<file path="src/rtl/rtc_pkg.sv">
package rtc_pkg;
  localparam int FW = 8;
  typedef logic [FW-1:0] field_t;

  localparam logic [3:0] A_SEC   = 4'd0;
  localparam logic [3:0] A_MIN   = 4'd1;
  localparam logic [3:0] A_HOUR  = 4'd2;
  localparam logic [3:0] A_WDAY  = 4'd3;
  localparam logic [3:0] A_DAY   = 4'd4;
  localparam logic [3:0] A_MON   = 4'd5;
  localparam logic [3:0] A_YEAR  = 4'd6;
  localparam logic [3:0] A_ALM0  = 4'd7;   // alarm A base, B at +3
  localparam logic [3:0] A_CTRL  = 4'd13;
  localparam logic [3:0] A_STAT  = 4'd14;

  localparam int ALARMS = 2;

  function automatic field_t month_len(input field_t mon, input field_t year);
    case (mon)
      8'd2:                    month_len = (year[1:0] == 2'b00) ? 8'd29 : 8'd28;
      8'd4, 8'd6, 8'd9, 8'd11: month_len = 8'd30;
      default:                 month_len = 8'd31;
    endcase
  endfunction
endpackage

</file>
<file path="src/rtl/rtc_prescaler.sv">
module rtc_prescaler #(
  parameter int PRE_W = 15
) (
  input  logic clk,
  input  logic rst_n,
  input  logic clr,
  output logic sec_stb,
  output logic half_stb,
  output logic quarter_stb
);
  logic [PRE_W-1:0] cnt_q, cnt_d;

  always_comb begin
    cnt_d = clr ? '0 : cnt_q + 1'b1;
  end

  always_ff @(posedge clk or negedge rst_n) begin
    if (!rst_n) cnt_q <= '0;
    else        cnt_q <= cnt_d;
  end

  assign sec_stb     = &cnt_q;
  assign half_stb    = &cnt_q[PRE_W-2:0];
  assign quarter_stb = &cnt_q[PRE_W-3:0];


  prescaler_wrap_chk: assert property (@(posedge clk) disable iff (!rst_n)
    (sec_stb && !clr) |=> (cnt_q == '0));
endmodule

</file>
<file path="src/rtl/rtc_calendar.sv">
module rtc_calendar
  import rtc_pkg::*;
(
  input  logic       clk,
  input  logic       rst_n,
  input  logic       inc,
  input  logic       wr_en,
  input  logic [3:0] wr_addr,
  input  field_t     wr_data,
  output field_t     sec,
  output field_t     min,
  output field_t     hour,
  output field_t     wday,
  output field_t     day,
  output field_t     mon,
  output field_t     year
);
  field_t sec_d, min_d, hour_d, wday_d, day_d, mon_d, year_d;
  logic   cal_wr;

  assign cal_wr = wr_en && (wr_addr <= A_YEAR);

  always_comb begin
    sec_d = sec; min_d = min; hour_d = hour; wday_d = wday;
    day_d = day; mon_d = mon; year_d = year;
    if (cal_wr) begin
      case (wr_addr)
        A_SEC:   sec_d  = wr_data;
        A_MIN:   min_d  = wr_data;
        A_HOUR:  hour_d = wr_data;
        A_WDAY:  wday_d = wr_data;
        A_DAY:   day_d  = wr_data;
        A_MON:   mon_d  = wr_data;
        default: year_d = wr_data;
      endcase
    end else if (inc) begin
      if (sec != 8'd59) sec_d = sec + 8'd1;
      else begin
        sec_d = '0;
        if (min != 8'd59) min_d = min + 8'd1;
        else begin
          min_d = '0;
          if (hour != 8'd23) hour_d = hour + 8'd1;
          else begin
            hour_d = '0;
            wday_d = (wday >= 8'd6) ? 8'd0 : wday + 8'd1;
            if (day < month_len(mon, year)) day_d = day + 8'd1;
            else begin
              day_d = 8'd1;
              if (mon < 8'd12) mon_d = mon + 8'd1;
              else begin
                mon_d  = 8'd1;
                year_d = (year >= 8'd99) ? 8'd0 : year + 8'd1;
              end
            end
          end
        end
      end
    end
  end

  always_ff @(posedge clk or negedge rst_n) begin
    if (!rst_n) begin
      sec <= '0; min <= '0; hour <= '0; wday <= '0;
      day <= 8'd1; mon <= 8'd1; year <= '0;
    end else begin
      sec <= sec_d; min <= min_d; hour <= hour_d; wday <= wday_d;
      day <= day_d; mon <= mon_d; year <= year_d;
    end
  end
endmodule

</file>
<file path="src/rtl/rtc_alarm.sv">
module rtc_alarm
  import rtc_pkg::*;
(
  input  logic   clk,
  input  logic   rst_n,
  input  logic   ld_min,
  input  logic   ld_hour,
  input  logic   ld_mask,
  input  field_t wr_data,
  input  logic   en,
  input  logic   check,
  input  logic   clr,
  input  field_t cur_min,
  input  field_t cur_hour,
  input  field_t cur_wday,
  output field_t cfg_min,
  output field_t cfg_hour,
  output logic [6:0] cfg_mask,
  output logic   flag
);
  logic hit, day_ok, flag_d;

  always_ff @(posedge clk or negedge rst_n) begin
    if (!rst_n) begin
      cfg_min <= '0; cfg_hour <= '0; cfg_mask <= '0;
    end else begin
      if (ld_min)  cfg_min  <= wr_data;
      if (ld_hour) cfg_hour <= wr_data;
      if (ld_mask) cfg_mask <= wr_data[6:0];
    end
  end

  assign day_ok = (cur_wday < 8'd7) && cfg_mask[cur_wday[2:0]];
  assign hit    = en && check && day_ok &&
                  (cur_min == cfg_min) && (cur_hour == cfg_hour);

  always_comb begin
    flag_d = flag;
    if (clr) flag_d = 1'b0;
    if (hit) flag_d = 1'b1;
  end

  always_ff @(posedge clk or negedge rst_n) begin
    if (!rst_n) flag <= 1'b0;
    else        flag <= flag_d;
  end


  alarm_enable_chk: assert property (@(posedge clk) disable iff (!rst_n)
    $rose(flag) |-> $past(en));

  alarm_clear_chk: assert property (@(posedge clk) disable iff (!rst_n)
    (clr && !hit) |=> !flag);
endmodule

</file>
<file path="src/rtl/rtc_calendar_top.sv">
module rtc_calendar_top
  import rtc_pkg::*;
#(
  parameter int PRE_W = 15
) (
  input  logic       clk,
  input  logic       rst_n,
  input  logic       cs,
  input  logic       wr_en,
  input  logic [3:0] wr_addr,
  input  logic [7:0] wr_data,
  input  logic [3:0] rd_addr,
  output logic [7:0] rd_data,
  output logic       alarm_a_irq,
  output logic       alarm_b_irq,
  output logic       periodic_irq,
  output logic       tap_2hz,
  output logic       tap_4hz
);
  localparam logic [7:0] CTRL_RST = 8'h1C;

  logic   sec_stb, sec_wr, inc, inc_q, pend_q, pend_d;
  field_t sec, min, hour, wday, day, mon, year;
  logic [4:0] ctrl_q;
  logic [2:0] psel;
  logic   min_evt, hour_evt, mon_evt, pset, pclr, pflag_q, pflag_d;
  logic   stat_wr;
  field_t al_min  [ALARMS];
  field_t al_hour [ALARMS];
  logic [6:0] al_mask [ALARMS];
  logic   al_flag [ALARMS];

  assign sec_wr  = wr_en && (wr_addr == A_SEC);
  assign stat_wr = wr_en && (wr_addr == A_STAT);

  rtc_prescaler #(.PRE_W(PRE_W)) u_pre (
    .clk(clk), .rst_n(rst_n), .clr(sec_wr),
    .sec_stb(sec_stb), .half_stb(tap_2hz), .quarter_stb(tap_4hz));

  // increment hold-off while the bus is selected
  assign inc = !cs && (sec_stb || pend_q);

  always_comb begin
    pend_d = 1'b0;
    if (cs && !sec_wr) pend_d = pend_q || sec_stb;
  end

  always_ff @(posedge clk or negedge rst_n) begin
    if (!rst_n) begin
      pend_q <= 1'b0; inc_q <= 1'b0;
    end else begin
      pend_q <= pend_d; inc_q <= inc;
    end
  end

  rtc_calendar u_cal (
    .clk(clk), .rst_n(rst_n), .inc(inc), .wr_en(wr_en), .wr_addr(wr_addr),
    .wr_data(wr_data), .sec(sec), .min(min), .hour(hour), .wday(wday),
    .day(day), .mon(mon), .year(year));

  assign min_evt  = inc_q && (sec == '0);
  assign hour_evt = min_evt && (min == '0);
  assign mon_evt  = hour_evt && (hour == '0) && (day == 8'd1);

  always_ff @(posedge clk or negedge rst_n) begin
    if (!rst_n)                         ctrl_q <= CTRL_RST[4:0];
    else if (wr_en && wr_addr == A_CTRL) ctrl_q <= wr_data[4:0];
  end
  assign psel = ctrl_q[4:2];

  genvar g;
  generate
    for (g = 0; g < ALARMS; g++) begin : g_alarm
      localparam logic [3:0] BASE = A_ALM0 + 4'(3 * g);
      rtc_alarm u_alarm (
        .clk(clk), .rst_n(rst_n),
        .ld_min (wr_en && wr_addr == BASE),
        .ld_hour(wr_en && wr_addr == BASE + 4'd1),
        .ld_mask(wr_en && wr_addr == BASE + 4'd2),
        .wr_data(wr_data), .en(ctrl_q[g]), .check(min_evt),
        .clr(stat_wr && wr_data[g]),
        .cur_min(min), .cur_hour(hour), .cur_wday(wday),
        .cfg_min(al_min[g]), .cfg_hour(al_hour[g]), .cfg_mask(al_mask[g]),
        .flag(al_flag[g]));
    end
  endgenerate

  assign alarm_a_irq = al_flag[0];
  assign alarm_b_irq = al_flag[1];

  always_comb begin
    case (psel)
      3'd2:    pset = min_evt;
      3'd3:    pset = hour_evt;
      3'd4:    pset = mon_evt;
      default: pset = 1'b0;
    endcase
  end
  assign pclr = stat_wr && wr_data[2];

  always_comb begin
    pflag_d = pflag_q;
    if (pclr) pflag_d = 1'b0;
    if (pset) pflag_d = 1'b1;
  end

  always_ff @(posedge clk or negedge rst_n) begin
    if (!rst_n) pflag_q <= 1'b0;
    else        pflag_q <= pflag_d;
  end

  always_comb begin
    case (psel)
      3'd0:    periodic_irq = tap_2hz;
      3'd1:    periodic_irq = inc;
      default: periodic_irq = pflag_q;
    endcase
  end

  always_comb begin
    case (rd_addr)
      A_SEC:   rd_data = sec;
      A_MIN:   rd_data = min;
      A_HOUR:  rd_data = hour;
      A_WDAY:  rd_data = wday;
      A_DAY:   rd_data = day;
      A_MON:   rd_data = mon;
      A_YEAR:  rd_data = year;
      4'd7:    rd_data = al_min[0];
      4'd8:    rd_data = al_hour[0];
      4'd9:    rd_data = {1'b0, al_mask[0]};
      4'd10:   rd_data = al_min[1];
      4'd11:   rd_data = al_hour[1];
      4'd12:   rd_data = {1'b0, al_mask[1]};
      A_CTRL:  rd_data = {3'b000, ctrl_q};
      A_STAT:  rd_data = {5'b00000, pflag_q, al_flag[1], al_flag[0]};
      default: rd_data = '0;
    endcase
  end


  cs_hold_chk: assert property (@(posedge clk) disable iff (!rst_n)
    (cs && !(wr_en && wr_addr <= A_YEAR)) |=> $stable(sec));

  periodic_clear_chk: assert property (@(posedge clk) disable iff (!rst_n)
    (pclr && !pset) |=> !pflag_q);
endmodule

</file>
<file path="config.mk">
export PLATFORM = sky130hd
export DESIGN_NAME = rtc_calendar_top
export DESIGN_NICKNAME = d
export VERILOG_FILES = /design/src/rtl/rtc_pkg.sv /design/src/rtl/rtc_prescaler.sv /design/src/rtl/rtc_calendar.sv /design/src/rtl/rtc_alarm.sv /design/src/rtl/rtc_calendar_top.sv
export SDC_FILE = /design/constraint.sdc
export NUM_CORES = 1
export LEC_CHECK = 0
export BUFFER_PORTS_ARGS = -buffer_cell sky130_fd_sc_hd__clkbuf_2
export CORE_MARGIN = 3
export CORE_UTILIZATION = 55
export DETAILED_ROUTE_END_ITERATION = 8
export PLACE_DENSITY = 0.72
export SLEW_MARGIN = 20
export SYNTH_ARGS = -nofsm -noshare
export SYNTH_HDL_FRONTEND = slang
export SYNTH_HIERARCHICAL = 1
export SYNTH_SLANG_ARGS = --single-unit
export TNS_END_PERCENT = 100
</file>
<file path="constraint.sdc">
create_clock -name clk -period 4.4 [get_ports clk]
set_clock_uncertainty 0.15 [all_clocks]
set_input_delay 0 -clock clk [delete_from_list [all_inputs] [get_ports clk]]
set_output_delay 0 -clock clk [all_outputs]
set_load 0.02 [all_outputs]
</file>
======== Word-level counts from Yosys, hierarchy flattened ========
Cells that the tools add are included.
word-level totals
  register bits ........................... 127
  bits in latches ......................... 0
  memory bits (writable) .................. 0
  bits in read-only memories .............. 0
  output and inout port bits .............. 13
  word-level logic and storage cells ...... 214
  memories kept ........................... 0
cells by class
  add/subtract/negate cells ............... 8
  multipliers ............................. 0
  div/mod/pow operators ................... 0
  $lt $le $gt $ge ......................... 7
  equality and inequality tests ........... 56
  shift-type cells ........................ 0
  muxes and demuxes ....................... 68
  bitwise logic cells ..................... 0
  reduce and logical (&&, ||, !) cells .... 55
operators with widths
  cell                     number
  $mux W8                  51
  $pmux W8 S15             1
  $add A8 B1 Y8 const B    7
  $eq A4 B4 Y1 const B     14
  $eq A8 B8 Y1             4
  $logic_and A1 B1 Y1      29
  $eq A4 B3 Y1 const B     7
  $logic_not A8 Y1         3
  $eq A4 B2 Y1 const B     4
  $eq A8 B3 Y1 const B     2
  $eq A8 B4 Y1 const B     2
  $ne A8 B6 Y1 const B     2
  $pmux W8 S2              1
  $add A15 B1 Y15 const B  1
  $mux W15                 1
  $reduce_and A15 Y1       1
  $ne A2 B2 Y1 const B     7
  $reduce_and A14 Y1       1
  $reduce_and A13 Y1       1
  $mux W1                  10
  $ne A2 B1 Y1 const B     5
  $reduce_and A5 Y1        2
  $eq A4 B1 Y1 const B     2
  $eq A8 B1 Y1 const B     1
  other kinds (28)         35

======== Longest topological paths before layout ========
Gate-level depths: netlist of the first run.
  depth in word-level cells ............... 15
  mapped depth ............................ 13

======== Hierarchy ========
Netlist of the first run, hierarchy kept.
modules (own cells, without submodules)
  module            times used  cells each  area each (µm²)  sequential area each (µm²)
  rtc_calendar      1           397         3423.3           1403.8
  rtc_alarm         2           84          1137.3           600.6
  rtc_calendar_top  1           215         1660.3           203.9
  rtc_prescaler     1           81          803.3            375.4

======== Least setup slack after synthesis of the first run ========
OpenSTA, ideal clock, no wires.
  kind .................................... register to register
  start point ............................. register u_pre.cnt_q[0]
  end point ............................... register u_cal.year[0]
  setup time .............................. 0.128 ns
  arrival ................................. 3.042 ns
  data required time ...................... 4.122 ns
  slack ................................... 1.080 ns
  cell stages (with the launch flop) ...... 14
  clock period less this slack ............ 3.320 ns
  cell sequence ........................... dfrtp_1 -> ha_1 -> nand4_1 -> nor3_2 -> and3_1 -> nor2_1 -> nor2_1 -> nand4b_1 -> or4_1 -> o21ai_0 -> o311ai_1 -> nand2b_1 -> buf_2 -> mux2_1
between the ends
  word-level cells in the longest chain between the ends .. 5
RTL lines
  element                       RTL line                text
  start: declaration            rtc_prescaler.sv:11     logic [PRE_W-1:0] cnt_q, cnt_d;
  start signal: assignment      rtc_prescaler.sv:19     else cnt_q <= cnt_d;
  $reduce_and A15 Y1            rtc_prescaler.sv:22     assign sec_stb = &cnt_q;
  named net sec_stb             rtc_calendar_top.sv:22  logic sec_stb, sec_wr, inc, inc_q, pend_q, pend_d;
  $logic_or A1 B1 Y1            rtc_calendar_top.sv:41  assign inc = !cs && (sec_stb || pend_q);
  $logic_and A1 B1 Y1           rtc_calendar_top.sv:41
  named net inc                 rtc_calendar_top.sv:22
  $reduce_bool A2 Y1 (no line)  -
  $reduce_and A7 Y1 (no line)   -
  end signal: assignment        rtc_calendar.sv:68      day <= day_d; mon <= mon_d; year <= year_d;
  end: declaration              rtc_calendar.sv:16      output field_t year
The timed path passes the listed nets, and every way through them passes these cells.
A chain may end at the register's enable or synchronous reset.

======== Worst setup path after layout of the first run ========
Ends and elaborated chain as after synthesis.

==> results.md, run 1 <==
- TritonCTS clock tree: built
- Vias per std cell: roughly 7
- Run status: completed
- Hold Worst Slack: ~0.045 ns
- CTS Root Buffer Type: sky130_fd_sc_hd__clkbuf_16
- Total overflow reported by the global router: 0
- Min Clock Period, post-route: between 4 and 5 ns
- Setup violators final: 0
- YS warnings: 6
- IR Drop Worst-Case VDD: ~360 uV
- Placer congestion estimate: about 1
- Std cell rows: 43
- Max-cap violations: 0
- Setup repair after global routing missed its margin: false
- CP endpoint kind: flip-flop
- Share of the synthesized area in the top cell type: 0.3741
- Number of top-level design ports: 33
- Most instantiated flip-flop cell in the synthesis netlist: sky130_fd_sc_hd__dfrtp_1
- Startpoint Class: flip-flop
- Pin count of the biggest net entering global routing: 67
- Dominant cells by area after synthesis: sky130_fd_sc_hd__dfrtp_1 (37%), sky130_fd_sc_hd__mux2_2 (8.7%), sky130_fd_sc_hd__o21ai_0 (5.0%)
- Layout Utilization: 0.6392
- Post CTS Setup Buffer Count: 0
- Number of buffers created by CTS: 17
- Number of nets in the layout: just over 900
- Async SR Flop Fraction: 1.000
- Via count of the first global-routing pass: between 7000 and 8000
- Post-Synthesis Mean Instance Area: 9.479 sq um
- Count of unresolved DRC violations after routing: 0
- Worst-Margin Slew: between 1 and 1.5 ns
- Most used standard cell by instance count after synthesis: sky130_fd_sc_hd__dfrtp_1
- Count of nets left with antenna violations after detail routing: 0
- Worst Path Max Fanout: 10
- Final Cell Area: 0.009079 sq mm
- Area Growth Syn to Fin: 11.24%
- Fraction of layout instances using a drive strength above 1: 0.1698
- Overall power consumption: around 4.3 mW
- Global-route usage over all layers: 0.3349
- Sequential share of the synthesized area: 0.3902
- Count of flip-flops with a built-in enable after synthesis: 0
- H-tree lvl count: 4
- Floorplan die height: 127.8 microns
- Later-pin clock latency in the skew report: about 0.42 ns
- Maximum clock path buffer count: 2
- First-pass DRT Iterations: 6
- Area enclosed by the die boundary: about 0.016 sq mm
- Highest achievable clock rate: 247.5 MHz
- Global-route wire length before repair: 41.79 mm
- Die X-Extent: roughly 130 microns
- Port Buf Inserts: 32
- Core area: between 0.01 and 0.015 sq mm
- Type of the setup path with the least slack: flip-flop to flip-flop
- Fillers: 1215
- Leading area contributor after synthesis: sky130_fd_sc_hd__dfrtp_1
- Worst endpoint required time: between 4 and 5 ns
- Final Hold Violating Endpoints: 0
- Net count of the mapped netlist: 896
- Cell variety after synth: 80
- Detail Placement HPWL: about 19 mm
- Top cells by count, synth: sky130_fd_sc_hd__dfrtp_1 (122), sky130_fd_sc_hd__o21ai_0 (81), sky130_fd_sc_hd__mux2_2 (63), sky130_fd_sc_hd__nor2_1 (52), sky130_fd_sc_hd__nand2_1 (49)
- Final Cycle Share: 0.9182
- Flop and latch count out of synthesis: 127
- Wire length after detailed routing: around 27 mm
- Fin. max-slew vios: 0
- DR iter-0 viols: 1174
- Max-slew headroom: 0.2902
- Number of sinks driven by the clock tree: 127
- Initial antenna violation count: 0
- Initial standard-cell utilization of the core: 0.5746
- Wire per inst: about 25 microns
- Vias after detailed routing: 7605
- Setup Total Neg Slack: 0 ns
- # resized after CTS: 0
- Worst hold path class: primary input to flip-flop
- Power per unit of standard cell area: 471.7 mW/mm^2
- N_diodes: 0
- Number of instances in the synthesized netlist: between 800 and 900
- Post-CTS clock slew at the launch and capture registers of the worst setup and hold paths: about 0.060 ns
- Placed cell areas: 0.008368 sq mm
- Area of the mapped netlist: a little over 0.008 sq mm
- Leakage power: between 3 and 4 nW
- Critical path arrival: around 4.2 ns
==> layer usage <==
layer  wire length (microns)  track usage
met3                    2793      0.08750
met5                       0            0
met2                   12130       0.5114
met4                     942       0.1205
met1                   11230       0.4628
==> repair_timing <==
action | in CTS | in global routing
endpoints found under the hold margin | 117 | 0
endpoints found under the setup margin | 0 | 0
hold buffers | 10 | 0
==> logic make-up (layout without fill, tap and decap cells) <==
logic type,Yosys count,after routing,share of synthesized area
adders and majority gates,15,15,0.02300
DFF,127,127,0.3902
AOI/OAI and AO/OA,237,237,0.1921
buffers and inverters,75,109,0.04369
and+or+nand+nor,286,286,0.1953
muxes,86,86,0.1182
xor gates and xnor gates,35,35,0.03756
==> state kept, by name, indices dropped and copies added, names as in the netlist <==
register / count
ctrl_q: 5
g_alarm.u_alarm/cfg_hour: 16
g_alarm.u_alarm/cfg_mask: 14
g_alarm.u_alarm/cfg_min: 16
g_alarm.u_alarm/flag: 2
inc_q: 1
pend_q: 1
pflag_q: 1
u_cal/day: 8
u_cal/hour: 8
u_cal/min: 8
u_cal/mon: 8
u_cal/sec: 8
u_cal/wday: 8
u_cal/year: 8
u_pre/cnt_q: 15
==> through the flow <==
step / std cells / setup WS, ns
floorplan: 861 / 1.080
global placement: 1033 / 0.7603
detailed placement: 1033 / 0.6358
CTS: 1075 / 0.5080
global route: 1075 / 0.2525
finish: 1075 / 0.3601
==> cells in the final DEF, fill, tap and decap left out, drive strengths merged, types with 18 or more instances in the layout <==
master,instances
nand2,49
clkbuf,51
mux2,67
o21ai,82
xnor2,33
inv,28
nor2,52
nor2b,24
mux2i,18
nand3,33
dfrtp,122
a21oi,42
==> area by class of cell <==
| class | count | area [sq um] | area share |
|---|---|---|---|
| multi-input combinational | 659 | 4634 | 0.5105 |
| clock inverter | 12 | 163.9 | 0.01805 |
| timing repair buffer | 50 | 322.8 | 0.03556 |
| tap | 180 | 225.2 | 0.02481 |
| inverter | 27 | 101.3 | 0.01116 |
| sequential | 127 | 3184 | 0.3507 |
| clock buffer | 20 | 446.7 | 0.04920 |
==> power by group <==
part	switching, mW	total (mW)	internal, mW	leakage [nW]
Sequential	0.440	1.85	1.41	1.60
Combinational	0.503	0.965	0.463	1.77
Clock	0.552	1.46	0.912	0.295
==> path summary, 6_finish.rpt <==
check | slack, ns | startpoint | depth (start not counted) | end
min reg2reg | 0.41 | g_alarm[0].u_alarm/cfg_hour[6] | 1 | g_alarm[0].u_alarm/cfg_hour[6]
min | 0.04 | wr_addr[3] | 5 | pflag_q
max reg2reg | 0.36 | u_pre/cnt_q[0] | 13 | u_cal/year[0]
max | 0.36 | u_pre/cnt_q[0] | 13 | u_cal/year[0]
min in group asynchronous | 0.09 | rst_n | 2 | u_cal/mon[2]
max in group asynchronous | 2.95 | rst_n | 3 | u_cal/day[0]
==> worst max-delay path, cell delays in order, from the launching register on <==
cell and delay, ns:
sky130_fd_sc_hd__dfrtp_1 0.47, sky130_fd_sc_hd__ha_1 0.31, sky130_fd_sc_hd__nand4_1 0.14, sky130_fd_sc_hd__nor3_2 0.20, sky130_fd_sc_hd__and3_1 0.22, sky130_fd_sc_hd__nor2_1 0.07
sky130_fd_sc_hd__nor2_1 0.40, sky130_fd_sc_hd__nand4b_1 0.14, sky130_fd_sc_hd__or4_1 0.44, sky130_fd_sc_hd__o21ai_0 0.27, sky130_fd_sc_hd__o311ai_1 0.22, sky130_fd_sc_hd__buf_4 0.23
sky130_fd_sc_hd__nand2b_1 0.29, sky130_fd_sc_hd__mux2_1 0.38
(Power assumes the default switching activity.)
==> run 2, diff against run 1 <==
--- a/config.mk
+++ b/config.mk
@@ -10,2 +10,3 @@
 export CORE_UTILIZATION = 55
+export CTS_BUF_LIST = sky130_fd_sc_hd__clkbuf_16
 export DETAILED_ROUTE_END_ITERATION = 8
==> constraint.sdc (replaced) <==
create_clock -name clk -period 4.67 [get_ports clk]
set_clock_uncertainty 0.15 [all_clocks]
set_input_delay 0 -clock clk [delete_from_list [all_inputs] [get_ports clk]]
set_output_delay 0 -clock clk [all_outputs]
set_load 0.005 [all_outputs]
==> results.md, run 2 (synthesized netlist as in run 1, its figures left out) <==
- Pin count of the biggest net entering global routing: 58 (-13%)
- Global-route usage over all layers: 0.3300 (-0.004908)
- Power per unit of standard cell area: 437.1 mW/mm^2 (-7.3%)
- Layout Utilization: 0.6399 (+0.0007040)
- # resized after CTS: 0 (unchanged)
- Internal portion of total power: 2.561 mW (-8.1%)
- Area enclosed by the die boundary: 0.01634 sq mm (unchanged)
- Min Clock Period, post-route: 3.773 ns (-0.2671 ns)
- First-pass DRT Iterations: 6 (unchanged)
- DR iter-0 viols: 1130 (-3.7%)
- Switching power share of the total: 0.3552 (+0.006001)
- Most frequent CP cell: sky130_fd_sc_hd__nor2_1
- Wire per inst: 24.70 microns (-2.0%)
- Initial standard-cell utilization of the core: 0.5746 (unchanged)
- Highest achievable clock rate: 265.0 MHz (+7.1%)
- Slowest CP cell: sky130_fd_sc_hd__dfrtp_1
- Largest stage delay on the critical path: 0.47 ns (about the same)
- Setup violators final: 0 (unchanged)
- Worst hold path class: primary input to flip-flop
- H-tree lvl count: 4 (unchanged)
- Net load switching power: 1.411 mW (-5.6%)
- Critical path arrival: 3.94 ns (-0.25 ns)
- Global-route wire length before repair: 41.43 mm (-0.88%)
- Worst path bufs/invs: 1 (unchanged)
- Placed cell areas: 0.008368 sq mm (unchanged)
- Wire length after detailed routing: 26.61 mm (-1.8%)
- Post CTS Setup Buffer Count: 0 (unchanged)
- Count of nets left with antenna violations after detail routing: 0 (unchanged)
- Biggest registers after layout: g_alarm.u_alarm/cfg_hour: 16 flops, g_alarm.u_alarm/cfg_min: 16 flops, u_pre/cnt_q: 15 flops
- Number of buffers created by CTS: 17 (unchanged)
- Max-slew headroom: 0.2962 (+0.005909)
- Most common cell after layout, fill and taps aside: sky130_fd_sc_hd__dfrtp_1
- Type of the setup path with the least slack: flip-flop to flip-flop
- Core area: 0.01420 sq mm (unchanged)
- Highest-count cells in the layout ignoring fill and taps: sky130_fd_sc_hd__dfrtp_1 (122), sky130_fd_sc_hd__o21ai_0 (81), sky130_fd_sc_hd__mux2_2 (63)
- Final Cell Area: 0.009089 sq mm (+0.11%)
- Setup repair after global routing missed its margin: false
- Placed Cells: 1033 (unchanged)
- Area Growth Syn to Fin: 11.36%
- Worst endpoint required time: 4.83 ns (+0.28 ns)
- Cell-by-cell listing of the critical path: ha_1 -> nand4_1 -> nor3_2 -> and3_1 -> nor2_1 -> nor2_1 -> nand4b_1 -> or4_1 -> o21ai_0 -> o311ai_1 -> buf_4 -> nand2b_1 -> mux2_1
- N_diodes: 0 (unchanged)
- Total overflow reported by the global router: 0 (unchanged)
- Port Buf Inserts: 32 (unchanged)
- Placer congestion estimate: 0.9877 (-1.0%)
- Fraction of layout instances using a drive strength above 1: 0.1717 (+0.001851)
- Area of the multi-input gates: 0.004639 sq mm (+0.11%)
- Detail Placement HPWL: 18.94 mm (-1.1%)
- CP endpoint kind: flip-flop
- Vias after detailed routing: 7497 (-1.4%)
- Clock network fraction of design power: 0.337 (-0.005)
- Final Hold Violating Endpoints: 0 (unchanged)
- Std cell rows: 43 (unchanged)
- Vias per std cell: 6.961 (-1.6%)
- Portion of total power attributed to combinational logic: 0.224 (about the same)
- TritonCTS clock tree: built
- Via count of the first global-routing pass: 7185 (-2.0%)
- Register area: 0.003184 sq mm (unchanged)
- Initial antenna violation count: 1 (+1)
- Number of nets in the layout: 919 (+0.22%)
- CTS Root Buffer Type: sky130_fd_sc_hd__clkbuf_16
- Hold Worst Slack: 0.04382 ns (-0.0008376 ns)
- Die X-Extent: 127.8 microns (unchanged)
- Hold-fix buffer count after cts: 12 (+2)
- Run status: completed
- Fin. max-slew vios: 0 (unchanged)
- Fillers: 1161 (-4.4%)
- Final Cycle Share: 0.8079 (-0.1103)
- Worst-Margin Slew: 1.051 ns (-0.008825 ns)
- Setup Total Neg Slack: 0 ns (unchanged)
- Layout Cells excl Fill: 1077 (+0.19%)
- Number of top-level design ports: 33 (unchanged)
- Count of unresolved DRC violations after routing: 0 (unchanged)
- Leakage power: 3.670 nW (about the same)
- Startpoint Class: flip-flop
- Max-cap violations: 0 (unchanged)
- IR Drop Worst-Case VDD: 301.6 uV (-17%)
- Sequential cell fraction of total power: 0.439 (+0.006)
- Post-CTS clock slew at the launch and capture registers of the worst setup and hold paths: 0.07 ns (about the same)
- Worst Path Max Fanout: 13 (+3)
- Later-pin clock latency in the skew report: 0.43 ns (about the same)
- Maximum clock path buffer count: 2 (unchanged)
- Number of sinks driven by the clock tree: 127 (unchanged)
- Cell family with the largest share of critical-path delay: simple AND/OR/NAND/NOR gates
- Floorplan die height: 127.8 microns (unchanged)
[run 2: power by group through the flow]
| stage | clock network, mW | registers, mW | logic [mW] |
|---|---|---|---|
| floorplan | 0 | 1.58 | 0.657 |
| global placement | 0 | 1.73 | 0.837 |
| detailed placement | 0 | 1.74 | 0.862 |
| CTS | 1.35 | 1.72 | 0.877 |
| global route | 1.40 | 1.77 | 0.982 |
| finish | 1.34 | 1.74 | 0.892 |
[run 2: path summary, 6_finish.rpt]
check                          startpoint                             end  slack (ns)  cells past startpoint
setup / recovery           u_pre/cnt_q[0]                   u_cal/year[0]        0.90                     13
hold / removal                 wr_addr[3]                         pflag_q        0.04                      5
setup reg to reg           u_pre/cnt_q[0]                   u_cal/year[0]        0.90                     13
hold reg to reg              u_cal/day[7]                    u_cal/day[7]        0.40                      2
max in group asynchronous           rst_n  g_alarm[0].u_alarm/cfg_mask[4]        3.15                      4
min in group asynchronous           rst_n                   u_cal/year[0]        0.47                      4
[run 2: per-stage QoR]
step	setup WS, ns	total power, mW
after floorplan	1.553	2.241
after global placement	1.127	2.563
after detailed placement	0.9467	2.602
after CTS	0.9276	3.948
after global routing	0.6195	4.153
final	0.8971	3.972
[run 2: area by class of cell]
type / instances / area share
multi-input cells: 659 / 0.5105
flip-flops and latches: 127 / 0.3504
clock buffers: 17 / 0.04681
repair buffers: 52 / 0.03882
well taps: 180 / 0.02478
clock inverters: 15 / 0.01762
inverters: 27 / 0.01115
[run 2: per-layer routing]
metal | vias to the layer above | GRT usage | wire (microns) | part of all wire
met4 | 2 | 0.1199 | 944 | 0.035
met1 | 3634 | 0.4532 | 11060 | 0.42
met5 | - | 0 | 20 | 0.00075
li1 | 3280 | - | - | -
met3 | 98 | 0.1029 | 2835 | 0.11
met2 | 483 | 0.4938 | 11750 | 0.44
[run 2: worst reg2reg max path, delay by kind of cell, from the launching register on]
kind | cells | cell delay [ns]
adders and majority gates | 1 | 0.31
AOI/OAI and AO/OA | 2 | 0.34
muxes | 1 | 0.38
DFF | 1 | 0.47
buffers and inverters | 1 | 0.20
and+or+nand+nor | 8 | 1.80
